===== src/rtl/gisum_pkg.sv =====
package gisum_pkg;
  typedef enum logic [1:0] {
    SEL_SUM_LO = 2'd0,
    SEL_SUM_HI = 2'd1,
    SEL_CTRL   = 2'd2,
    SEL_NONE   = 2'd3
  } gisum_sel_e;

  localparam int SERVICE_DONE_BIT = 0;
endpackage


===== src/rtl/gisum_group_reduce.sv =====
module gisum_group_reduce #(
  parameter int GROUPS     = 46,
  parameter int GROUP_PINS = 4,
  localparam int NPINS     = GROUPS * GROUP_PINS
) (
  input  logic              clk,
  input  logic              rst_n,
  input  logic [NPINS-1:0]  int_sts,
  input  logic [NPINS-1:0]  wake_sts,
  output logic [GROUPS-1:0] summary_q
);
  logic [NPINS-1:0]  pending;
  logic [GROUPS-1:0] summary_d;

  assign pending = int_sts | wake_sts;

  for (genvar g = 0; g < GROUPS; g++) begin : g_grp
    assign summary_d[g] = |pending[g*GROUP_PINS +: GROUP_PINS];
  end

  always_ff @(posedge clk or negedge rst_n) begin
    if (!rst_n) summary_q <= '0;
    else        summary_q <= summary_d;
  end
endmodule


===== src/rtl/gisum_arm_ctrl.sv =====
module gisum_arm_ctrl (
  input  logic clk,
  input  logic rst_n,
  input  logic any_pending,
  input  logic service_done,
  output logic armed,
  output logic irq_pulse
);
  logic fire;

  assign fire = armed & any_pending;

  always_ff @(posedge clk or negedge rst_n) begin
    if (!rst_n) begin
      armed     <= 1'b1;
      irq_pulse <= 1'b0;
    end else begin
      irq_pulse <= fire;
      if (service_done) armed <= 1'b1;
      else if (fire)    armed <= 1'b0;
    end
  end
endmodule


===== src/rtl/gisum_regs.sv =====
module gisum_regs
  import gisum_pkg::*;
#(
  parameter int GROUPS = 46,
  parameter int WORD_W = 32,
  localparam int SUM_W = 2 * WORD_W
) (
  input  logic              reg_wr,
  input  logic [1:0]        reg_addr,
  input  logic [WORD_W-1:0] reg_wdata,
  input  logic [GROUPS-1:0] summary,
  output logic [WORD_W-1:0] reg_rdata,
  output logic              service_done
);
  logic [SUM_W-1:0] sum_pad;
  gisum_sel_e       sel;
  logic             unused_wdata_bits;

  if (GROUPS > SUM_W) begin : g_bad_cfg
    $error("summary does not fit two words");
  end

  assign sel = gisum_sel_e'(reg_addr);

  always_comb begin
    sum_pad = '0;
    sum_pad[GROUPS-1:0] = summary;
  end

  always_comb begin
    unique case (sel)
      SEL_SUM_LO: reg_rdata = sum_pad[WORD_W-1:0];
      SEL_SUM_HI: reg_rdata = sum_pad[SUM_W-1:WORD_W];
      default:    reg_rdata = '0;
    endcase
  end

  assign service_done = reg_wr && (sel == SEL_CTRL) && reg_wdata[SERVICE_DONE_BIT];

  assign unused_wdata_bits = ^reg_wdata[WORD_W-1:1];
endmodule


===== src/rtl/gpio_irq_summary.sv =====
module gpio_irq_summary #(
  parameter int GROUPS     = 46,
  parameter int GROUP_PINS = 4,
  parameter int WORD_W     = 32,
  localparam int NPINS     = GROUPS * GROUP_PINS
) (
  input  logic              clk,
  input  logic              rst_n,
  input  logic [NPINS-1:0]  pin_int_sts,
  input  logic [NPINS-1:0]  pin_wake_sts,
  input  logic              reg_wr,
  input  logic [1:0]        reg_addr,
  input  logic [WORD_W-1:0] reg_wdata,
  output logic [WORD_W-1:0] reg_rdata,
  output logic              parent_irq
);
  logic [GROUPS-1:0] summary_q;
  logic              service_done;
  logic              armed;

  gisum_group_reduce #(.GROUPS(GROUPS), .GROUP_PINS(GROUP_PINS)) u_reduce (
    .clk      (clk),
    .rst_n    (rst_n),
    .int_sts  (pin_int_sts),
    .wake_sts (pin_wake_sts),
    .summary_q(summary_q)
  );

  gisum_regs #(.GROUPS(GROUPS), .WORD_W(WORD_W)) u_regs (
    .reg_wr      (reg_wr),
    .reg_addr    (reg_addr),
    .reg_wdata   (reg_wdata),
    .summary     (summary_q),
    .reg_rdata   (reg_rdata),
    .service_done(service_done)
  );

  gisum_arm_ctrl u_arm (
    .clk         (clk),
    .rst_n       (rst_n),
    .any_pending (|summary_q),
    .service_done(service_done),
    .armed       (armed),
    .irq_pulse   (parent_irq)
  );
endmodule


===== config.mk =====
export PLATFORM = sky130hd
export DESIGN_NAME = gpio_irq_summary
export DESIGN_NICKNAME = d
export VERILOG_FILES = /design/src/rtl/gisum_pkg.sv /design/src/rtl/gisum_group_reduce.sv /design/src/rtl/gisum_arm_ctrl.sv /design/src/rtl/gisum_regs.sv /design/src/rtl/gpio_irq_summary.sv
export SDC_FILE = /design/constraint.sdc
export NUM_CORES = 1
export LEC_CHECK = 0
export ABC_AREA = 1
export BUFFER_PORTS_ARGS = -buffer_cell sky130_fd_sc_hd__buf_2
export CORE_AREA = 3 3 169 171
export CTS_CLUSTER_SIZE = 40
export DETAILED_ROUTE_END_ITERATION = 6
export DIE_AREA = 0 0 172 174
export SLEW_MARGIN = 20
export SYNTH_ARGS = -nofsm -noshare
export SYNTH_HDL_FRONTEND = slang
export SYNTH_HIERARCHICAL = 1
export SYNTH_SLANG_ARGS = --single-unit

===== constraint.sdc =====
create_clock -name clk -period 1.4 [get_ports clk]
set_input_delay 0.28 -clock clk [delete_from_list [all_inputs] [get_ports clk]]
set_output_delay 0.28 -clock clk [all_outputs]
set_load 0.1 [all_outputs]

# [After elaboration in Yosys (flattened, before gate mapping)]
# Index checks and enable logic that the tools add are counted.
# Widths: inputs -> output; s select.
[classes] multipliers=0 order_cmp=0 eq_ne=2 n_reduce_logical=51 n_div=0 n_mux=3 n_shift=0 addsub=0 bitwise_logic=2
[op_table] operator="$or 184x184->184" n=1
[op_table] operator="$reduce_or 4->1" n=46
[op_table] operator="$pmux 32 s2" n=1
[op_table] operator="$reduce_or 46->1" n=1
[op_table] operator="$eq 2x1->1 const B" n=1
[op_table] operator="$eq 2x2->1 const B" n=1
[op_table] operator="$logic_and 1x1->1" n=2
[op_table] operator="$logic_not 2->1" n=1
[op_table] operator="$mux 1" n=2
[op_table] operator="$reduce_bool 2->1" n=1
[op_table] operator="$and 1x1->1" n=1
[word_totals] input_bits=405 register_bits=48 latch_bits=0 n_memories=0 ram_bits=0 word_cells=61 mem_bits_ro=0

# [Depth between registers and ports, before layout]
# Gate-level depths: netlist of run 1.
[depth] ltp_word=4 depth_mapped=9 mapped_depth_nobuf=9

# [By module]
# The synthesis of run 1 kept the hierarchy.
[modules_own_cells] mod="gisum_group_reduce" seq_area_each_um2=1151.1 area_each_um2=3741.1 n_inst=1 cells_each=736
[modules_own_cells] mod="gisum_regs" seq_area_each_um2=0.0 area_each_um2=416.6 n_inst=1 cells_each=90
[modules_own_cells] mod="gpio_irq_summary" seq_area_each_um2=0.0 area_each_um2=161.4 n_inst=1 cells_each=41
[modules_own_cells] mod="gisum_arm_ctrl" seq_area_each_um2=51.3 area_each_um2=73.8 n_inst=1 cells_each=8

# [Worst setup path after synthesis of run 1]
# No wires, ideal clock.
[synth_timing] path_type="input to output" startpoint="input reg_addr[0]" endpoint="output reg_rdata[15]" path_slack_ps=-746 stages=4 arrival_ps=1866 path_cell_list="buf_4 > nor2_8 > inv_4 > nor2_1"
[synth_between] elab_chain_len=2
[synth_rtl] item="start: declaration" line="gpio_irq_summary.sv:12" rtl="input logic [1:0] reg_addr,"
[synth_rtl] item="$eq 2x1->1 or $logic_not 2->1 (tied branches)" line="gisum_regs.sv:31" rtl="unique case (sel)"
[synth_rtl] item="$pmux 32 s2 (*)" line="gisum_regs.sv:31"
[synth_rtl] item="end: declaration" line="gpio_irq_summary.sv:14" rtl="output logic [WORD_W-1:0] reg_rdata,"
# Mark *: on every way between the ends. The rest lies on a longest branch, timed or not.

# [Worst setup path in the final report of run 1]
[layout_timing] startpoint="input reg_addr[0]" endpoint="output reg_rdata[24]"
# The elaborated chain is that of the path after synthesis.

==> metrics.md, run 1 <==
| Metric | Value |
|---|---|
| Status | `complete, but fails checks` |
| Failing checks | `setup timing` |
| Worst R2R Path Depth | `8` |
| Vias in the first global route | `5456` |
| Post-synthesis mux area share | `0` |
| Yosys top cell area share | `0.333` |
| Main synth FF type | `dfrtp_1` |
| Syn Inst Count | `875` |
| Final Hold Slack | `0.243 ns` |
| # IOs | `438` |
| Root Buffer | `clkbuf_16` |
| Sequential share of power | `0.316` |
| Final Core Density | `0.286` |
| Post-route DRC violation count | `0` |
| Cell taking the most area after synthesis | `inv_1` |
| Pin count of the biggest net entering global routing | `20` |
| Detailed Routing Iterations Pass 1 | `4` |
| PwrDens | `571 nW/µm²` |
| Req. time, crit path | `1.12 ns` |
| Count leader, synth | `inv_1` |
| RR Startpoint | `u_reduce/summary_q[1]` |
| Comb power frac | `0.414` |
| Post-synth EDFFs | `0` |
| Post-Place Cell Area | `7540 µm²` |
| #FFs+latches synth | `48` |
| Period minus WS final | `1.40 ns` |
| Hold depth | `5` |
| Net load switching power | `1.56 mW` |
| Global-route wire length before repair | `26600 µm` |
| Sw Share | `0.353` |
| Design area | `7740 µm²` |
| Initial Util | `0.163` |
| Yosys warns | `6` |
| Final period util | `1.00` |
| Synth Area per Inst | `5.02 µm²` |
| Max Slew Vio Count | `0` |
| Total track usage | `0.115` |
| Asr flop ratio synth | `1.00` |
| Placed insts | `1623` |
| Die Area | `29900 µm²` |
| Final Hold Vio Count | `0` |
| Die Width | `172 µm` |
| Synth top area cells | `inv_1, dfrtp_1, nand2_1` |
| Setup TNS | `-0.00210 ns` |
| Via-per-instance ratio | `3.43` |
| Tightest Pin Transition | `0.430 ns` |
| Max Cap Viol | `0` |
| Critical Path Source Type | `input port` |
| Post-route clock skew | `0.00415 ns` |
| Fin worst setup slack | `-0.00210 ns` |
| Synth Area in XOR/XNOR | `0` |
| CP top delay family | `buffers and inverters` |
| Max-slew headroom | `0.713` |
| Worst path slowest cell | `buf_12` |
| CTS Buf Count | `5` |
| H-tree Lvls | `2` |
| Final ANT Viol Nets | `0` |
| Vias | `5604` |
| Crit path max fanout | `18` |
| Clock share of power | `0.270` |
| Fmax | `713 MHz` |
| TritonCTS sink count | `48` |
| Synth Net Count | `1280` |
| Clock Path Buffers | `2` |
| Int Power | `2.86 mW` |
| Post-Layout Cell Count | `1633` |
| Worst Setup End Kind | `output pin` |
| Lkg Pwr | `5.27 nW` |
| Starting DRT DRC Count | `157` |
| DR WL/cell | `10.9 µm` |
| Adder-cell share of the synthesized area | `0` |
| CTS tree | `yes` |
| Critical-path cell list | `buf_2, nor2_8, inv_6, nor2_2, buf_12` |
| Skew-Pair Late Insertion Delay | `0.29 ns` |
| Fraction of layout cells with a size suffix above 1 | `0.358` |
| Reg-to-Reg End | `u_arm/armed` |
| Post-synthesis simple-gate area fraction | `0.383` |
| Worst path arrival time | `1.12 ns` |
| Commonest cells post-synth | `inv_1, nand2_1, nor2_1` |
| Synth unique cells | `15` |
| RSZ-0062 raised after global routing | `true` |
| Post-Route WL | `17800 µm` |
| Placer Congestion | `0.873` |
| Largest family of logic cells by synthesized area | `simple AND/OR/NAND/NOR gates` |
| WP buf/inv | `3` |
| Setup violations, final | `1` |
| Hold Path Sink | `u_reduce/summary_q[28]` |
| Hold Crit Start | `pin_wake_sts[115]` |
| Grt total ovfl | `0` |
| Rows | `60` |
| Synthesis-to-finish area growth | `76.2%` |
| Reg2reg setup slack | `0.20 ns` |
| Seq/Total Area, Yosys | `0.274` |
| Port bufs | `406` |
| Post-Syn Area | `4390 µm²` |
| Synth Area in Compound Gates | `0` |
| Initial antenna violation count | `2` |
| Worst min-delay path category | `input port to flop` |
| Peak supply drop | `0.389 mV` |
| Final net count | `1695` |
| Die Y | `174 µm` |
| Core area | `27000 µm²` |
| Clk slew on worst S/H paths | `0.06 ns` |
| Max stage delay on crit path | `0.19 ns` |
| WS Path Type | `input port to output pin` |
| Detailed placement HPWL | `16200 µm` |
## worst reg2reg max path, stage by stage (launching register included)
cell     delay, ns
dfrtp_1       0.40
or2_1         0.23
nor2_1        0.14
nand2_1       0.07
nor2_1        0.09
nand2_1       0.07
inv_1         0.05
nand2_1       0.04
nand2_1       0.05
## state kept, by name, indices dropped and copies added, names as in the netlist
signal and cells:
u_reduce/summary_q 46, u_arm/armed 1, u_arm/irq_pulse 1
## final cells by class
| cell class | instances | area, µm² |
|---|---|---|
| fill | 3085 | 19300 |
| sequential | 48 | 1200 |
| antenna | 1 | 2.50 |
| timing repair buffer | 413 | 2610 |
| clock inverter | 3 | 18.8 |
| clock buffer | 5 | 125 |
| multi-input combinational | 430 | 1870 |
| inverter | 392 | 1480 |
| tap | 341 | 427 |
## cell families after synthesis
kind of cell | after synthesis
simple gates | 430
flops | 48
buf+inv | 397
## cell usage in the layout, fill, tap and decap left out, types with 2 or more instances in the layout
cell	synthesis	routed
nor2_2	10	7
buf_4	2	3
nand2_1	273	259
nor2_1	129	120
nand3_1	14	9
nand2_4	0	10
buf_12	0	35
nand4_1	2	2
nor2_4	0	12
buf_2	2	373
clkinv_2	0	2
inv_1	390	390
nand2_2	0	4
dfrtp_1	47	47
clkbuf_16	0	5
nand3_2	0	5
## how the worst max path moves through the flow
stage | slack (ns) | endpoint | cells past startpoint | startpoint
3_5_place_dp | -0.004 | reg_rdata[28] | 5 | reg_addr[0]
3_3_place_gp | 0.02 | reg_rdata[24] | 5 | reg_addr[0]
2_1_floorplan | -0.28 | reg_rdata[15] | 4 | reg_addr[0]
5_1_grt | -0.05 | reg_rdata[15] | 5 | reg_addr[0]
4_1_cts | -0.007 | reg_rdata[24] | 5 | reg_addr[0]
6_report | -0.002 | reg_rdata[24] | 5 | reg_addr[0]
## per-stage QoR
step	total power [mW]	setup WS [ns]
after global routing	4.74	-0.0498
after floorplan	2.34	-0.280
after detailed placement	3.25	-0.00384
after CTS	4.52	-0.00674
final	4.42	-0.00210
after global placement	3.23	0.0152
## metal layers
metal	vias to the layer above	share of wire	GRT usage
met5	-	0.00073	0
met4	2	0.020	0.0316
met3	19	0.054	0.0191
met2	178	0.50	0.204
met1	2326	0.42	0.143
li1	3079	-	-
## what timing repair did
| item | in CTS | in global routing |
|---|---|---|
| hold buffers | 1 | 0 |
| setup buffers | 0 | 0 |
| hold endpoints to repair | 12 | 0 |
| resized for setup | 3 | 8 |
| setup endpoints to repair | 3 | 22 |
| pin swaps | 1 | 3 |
## power groups by stage
stage                     combinational, mW  clock, mW  sequential, mW
final                                  1.83       1.19            1.40
after detailed placement               1.83          0            1.42
after CTS                              1.84       1.28            1.40
after global routing                   2.01       1.34            1.40
after global placement                 1.81          0            1.42
after floorplan                       0.911          0            1.43
Note: power is estimated with default switching activity, not from simulation.
==> run 2: changes to the inputs <==
Settings changed: ABC_AREA 1 to not set, CORE_AREA 3 3 169 171 to 3 3 167 169, DIE_AREA 0 0 172 174 to 0 0 170 172.
Clock period 1.4 ns to 1.5 ns, I/O delays scaled along.
==> metrics.md, run 2 <==
| Metric | Value |
|---|---|
| Max Cap Viol | `0` |
| Req. time, crit path | `1.20 ns` |
| Most frequent cells in the layout | `buf_2, nor4_1, dfrtp_1, nand2_1, buf_12` |
| Grt met1 use | `0.126` |
| Starting DRT DRC Count | `102` |
| Worst path slowest cell | `dfrtp_1` |
| #FFs+latches synth | `48` |
| Post-route clock skew | `0.00520 ns` |
| Final net count | `1098` |
| Peak supply drop | `0.362 mV` |
| Post-synth EDFFs | `0` |
| Crit path max fanout | `2` |
| Synth Area per Inst | `9.62 µm²` |
| Via-per-instance ratio | `3.73` |
| Worst R2R Path Depth | `5` |
| Post-Syn Area | `2470 µm²` |
| Main synth FF type | `dfrtp_1` |
| Synth unique cells | `19` |
| Most used routing layer | `met2` |
| Biggest registers after layout | `u_reduce/summary_q: 46 flops, u_arm/armed: 1 flops, u_arm/irq_pulse: 1 flops` |
| Met3 Usage GRT | `0.0213` |
| Initial Util | `0.0925` |
| Post-Route WL | `15700 µm` |
| Yosys top cell area share | `0.476` |
| Root Buffer | `clkbuf_16` |
| Count leader, synth | `nor4_1` |
| Placer Congestion | `0.826` |
| Post-Layout Cell Count | `1036` |
| Area taken by multi-input logic gates | `1540 µm²` |
| Asr flop ratio synth | `1.00` |
| Failing checks | `setup timing` |
| Detailed placement HPWL | `13900 µm` |
| Die Y | `172 µm` |
| Synth Net Count | `662` |
| Core area | `26700 µm²` |
| Tightest Pin Transition | `0.477 ns` |
| Total track usage | `0.0976` |
| Pin count of the biggest net entering global routing | `49` |
| Period minus WS final | `1.63 ns` |
| Post-route DRC violation count | `0` |
| Fin worst setup slack | `-0.128 ns` |
| Commonest cells post-synth | `nor4_1, dfrtp_1, nand2_1` |
| Synthesis-to-finish area growth | `148%` |
| Syn Inst Count | `257` |
| Placed insts | `1025` |
| Lkg Pwr | `2.74 nW` |
| Max Slew Vio Count | `0` |
| Setup violations, final | `12` |
| Critical Path Source Type | `flop` |
| Status | `complete, but fails checks` |
| Worst min-delay path category | `input port to flop` |
| Cell taking the most area after synthesis | `dfrtp_1` |
| Skew-Pair Late Insertion Delay | `0.29 ns` |
| Rows | `60` |
| PwrDens | `625 nW/µm²` |
| WS Path Type | `flop to output pin` |
| Design Power | `3.83 mW` |
| Max reg flops | `46` |
| Final Hold Vio Count | `0` |
| Vias in the first global route | `3737` |
| RSZ-0062 raised after global routing | `true` |
| Worst Setup End Kind | `output pin` |
| Post-Place Cell Area | `5700 µm²` |
| Max-slew headroom | `0.679` |
| Vias | `3861` |
| Final ANT Viol Nets | `0` |
| Grt total ovfl | `0` |
| Worst path arrival time | `1.33 ns` |
| H-tree Lvls | `2` |
| Global-route wire length before repair | `20900 µm` |
| DR WL/cell | `15.2 µm` |
| Yosys warns | `6` |
| Design area | `6130 µm²` |
| CTS Buf Count | `5` |
| Hold depth | `3` |
| Fraction of layout cells with a size suffix above 1 | `0.716` |
| Synth top area cells | `dfrtp_1, nor4_1, nand2_1` |
| Pre-CTS WS | `-0.252 ns` |
| Die Width | `170 µm` |
| Critical-path cell list | `buf_4, buf_6, mux2i_4, nor2_4, buf_12` |
| # IOs | `438` |
| Setup TNS | `-0.563 ns` |
| GR met2 Demand/Resource | `0.164` |
| Seq/Total Area, Yosys | `0.486` |
| Final period util | `1.09` |
| FF/Latch Area | `1200 µm²` |
| Die Area | `29200 µm²` |
| Initial antenna violation count | `2` |
| Port bufs | `406` |
| Max stage delay on crit path | `0.40 ns` |
| Fmax | `614 MHz` |
| Detailed Routing Iterations Pass 1 | `4` |
| Clk slew on worst S/H paths | `0.07 ns` |
| Clock Path Buffers | `2` |
| TritonCTS sink count | `48` |
| Most common cell after layout, fill and taps aside | `buf_2` |
| FILL cells | `2882` |
| Most flop-heavy register | `u_reduce/summary_q` |
| CTS tree | `yes` |
## run 2: cell count changes after synthesis, sizes merged
cell	change
nand4	+1
inv	-391
or2	-1
or3	+1
and2	+19
nand2	-227
mux2i	+14
nand3	-14
and4b	+1
buf	-1
nor4	+103
nor2	-124
a21o	+1
## run 2: worst paths after layout
kind                                         from                     end  slack, ns
max                        u_reduce/summary_q[12]           reg_rdata[12]      -0.13
min                              pin_int_sts[147]  u_reduce/summary_q[36]       0.19
max reg2reg                u_reduce/summary_q[35]         u_arm/irq_pulse      -0.12
min reg2reg                           u_arm/armed             u_arm/armed       0.51
max in group asynchronous                   rst_n             u_arm/armed       0.67
min in group asynchronous                   rst_n  u_reduce/summary_q[15]       0.55
## run 2: metal layers
metal | share of wire | vias to the layer above | wire length, µm
met5 | 0.0012 | - | 19
li1 | - | 1881 | -
met2 | 0.49 | 221 | 7700
met1 | 0.41 | 1742 | 6500
met3 | 0.079 | 15 | 1240
met4 | 0.018 | 2 | 283
## run 2: cells by family after synthesis
logic type             synth area share
AND/OR/NAND/NOR                   0.433
flip-flops                        0.486
multiplexers                     0.0567
buffers and inverters            0.0207
AO/OA/AOI/OAI                   0.00304
## run 2: power breakdown
group	leakage [nW]	internal (mW)	switching, mW
logic	2.23	0.633	0.671
clock network	0.0772	0.712	0.513
registers	0.427	1.30	0.00442
## run 2: cell type report
cell class | instances | area share
inverter | 1 | 0.000612
tap | 341 | 0.0696
clock buffer | 8 | 0.0255
sequential | 48 | 0.196
timing repair buffer | 433 | 0.456
multi-input combinational | 204 | 0.251
antenna | 1 | 0.000408
## run 2: stage by stage
step	hold slack [ns]	util
CTS	0.175	0.228
finish	0.192	0.229
detailed placement	0.321	0.213
floorplan	0.00441	-
global placement	0.315	0.213
global route	0.182	0.229
## run 2: critical path: cells and delay by family, from the launching register on
| family | cells | cell delay, ns |
|---|---|---|
| AND/OR/NAND/NOR | 1 | 0.05 |
| flip-flops | 1 | 0.40 |
| buffers and inverters | 3 | 0.43 |
| multiplexers | 1 | 0.15 |
## run 2: repair_timing
item                                    CTS  global route
endpoints found under the hold margin    25             0
endpoints found under the setup margin   14            15
pin swaps                                 4             3
hold buffers                              1             0
gates resized for setup                  40             7
buffers inserted                          0             1
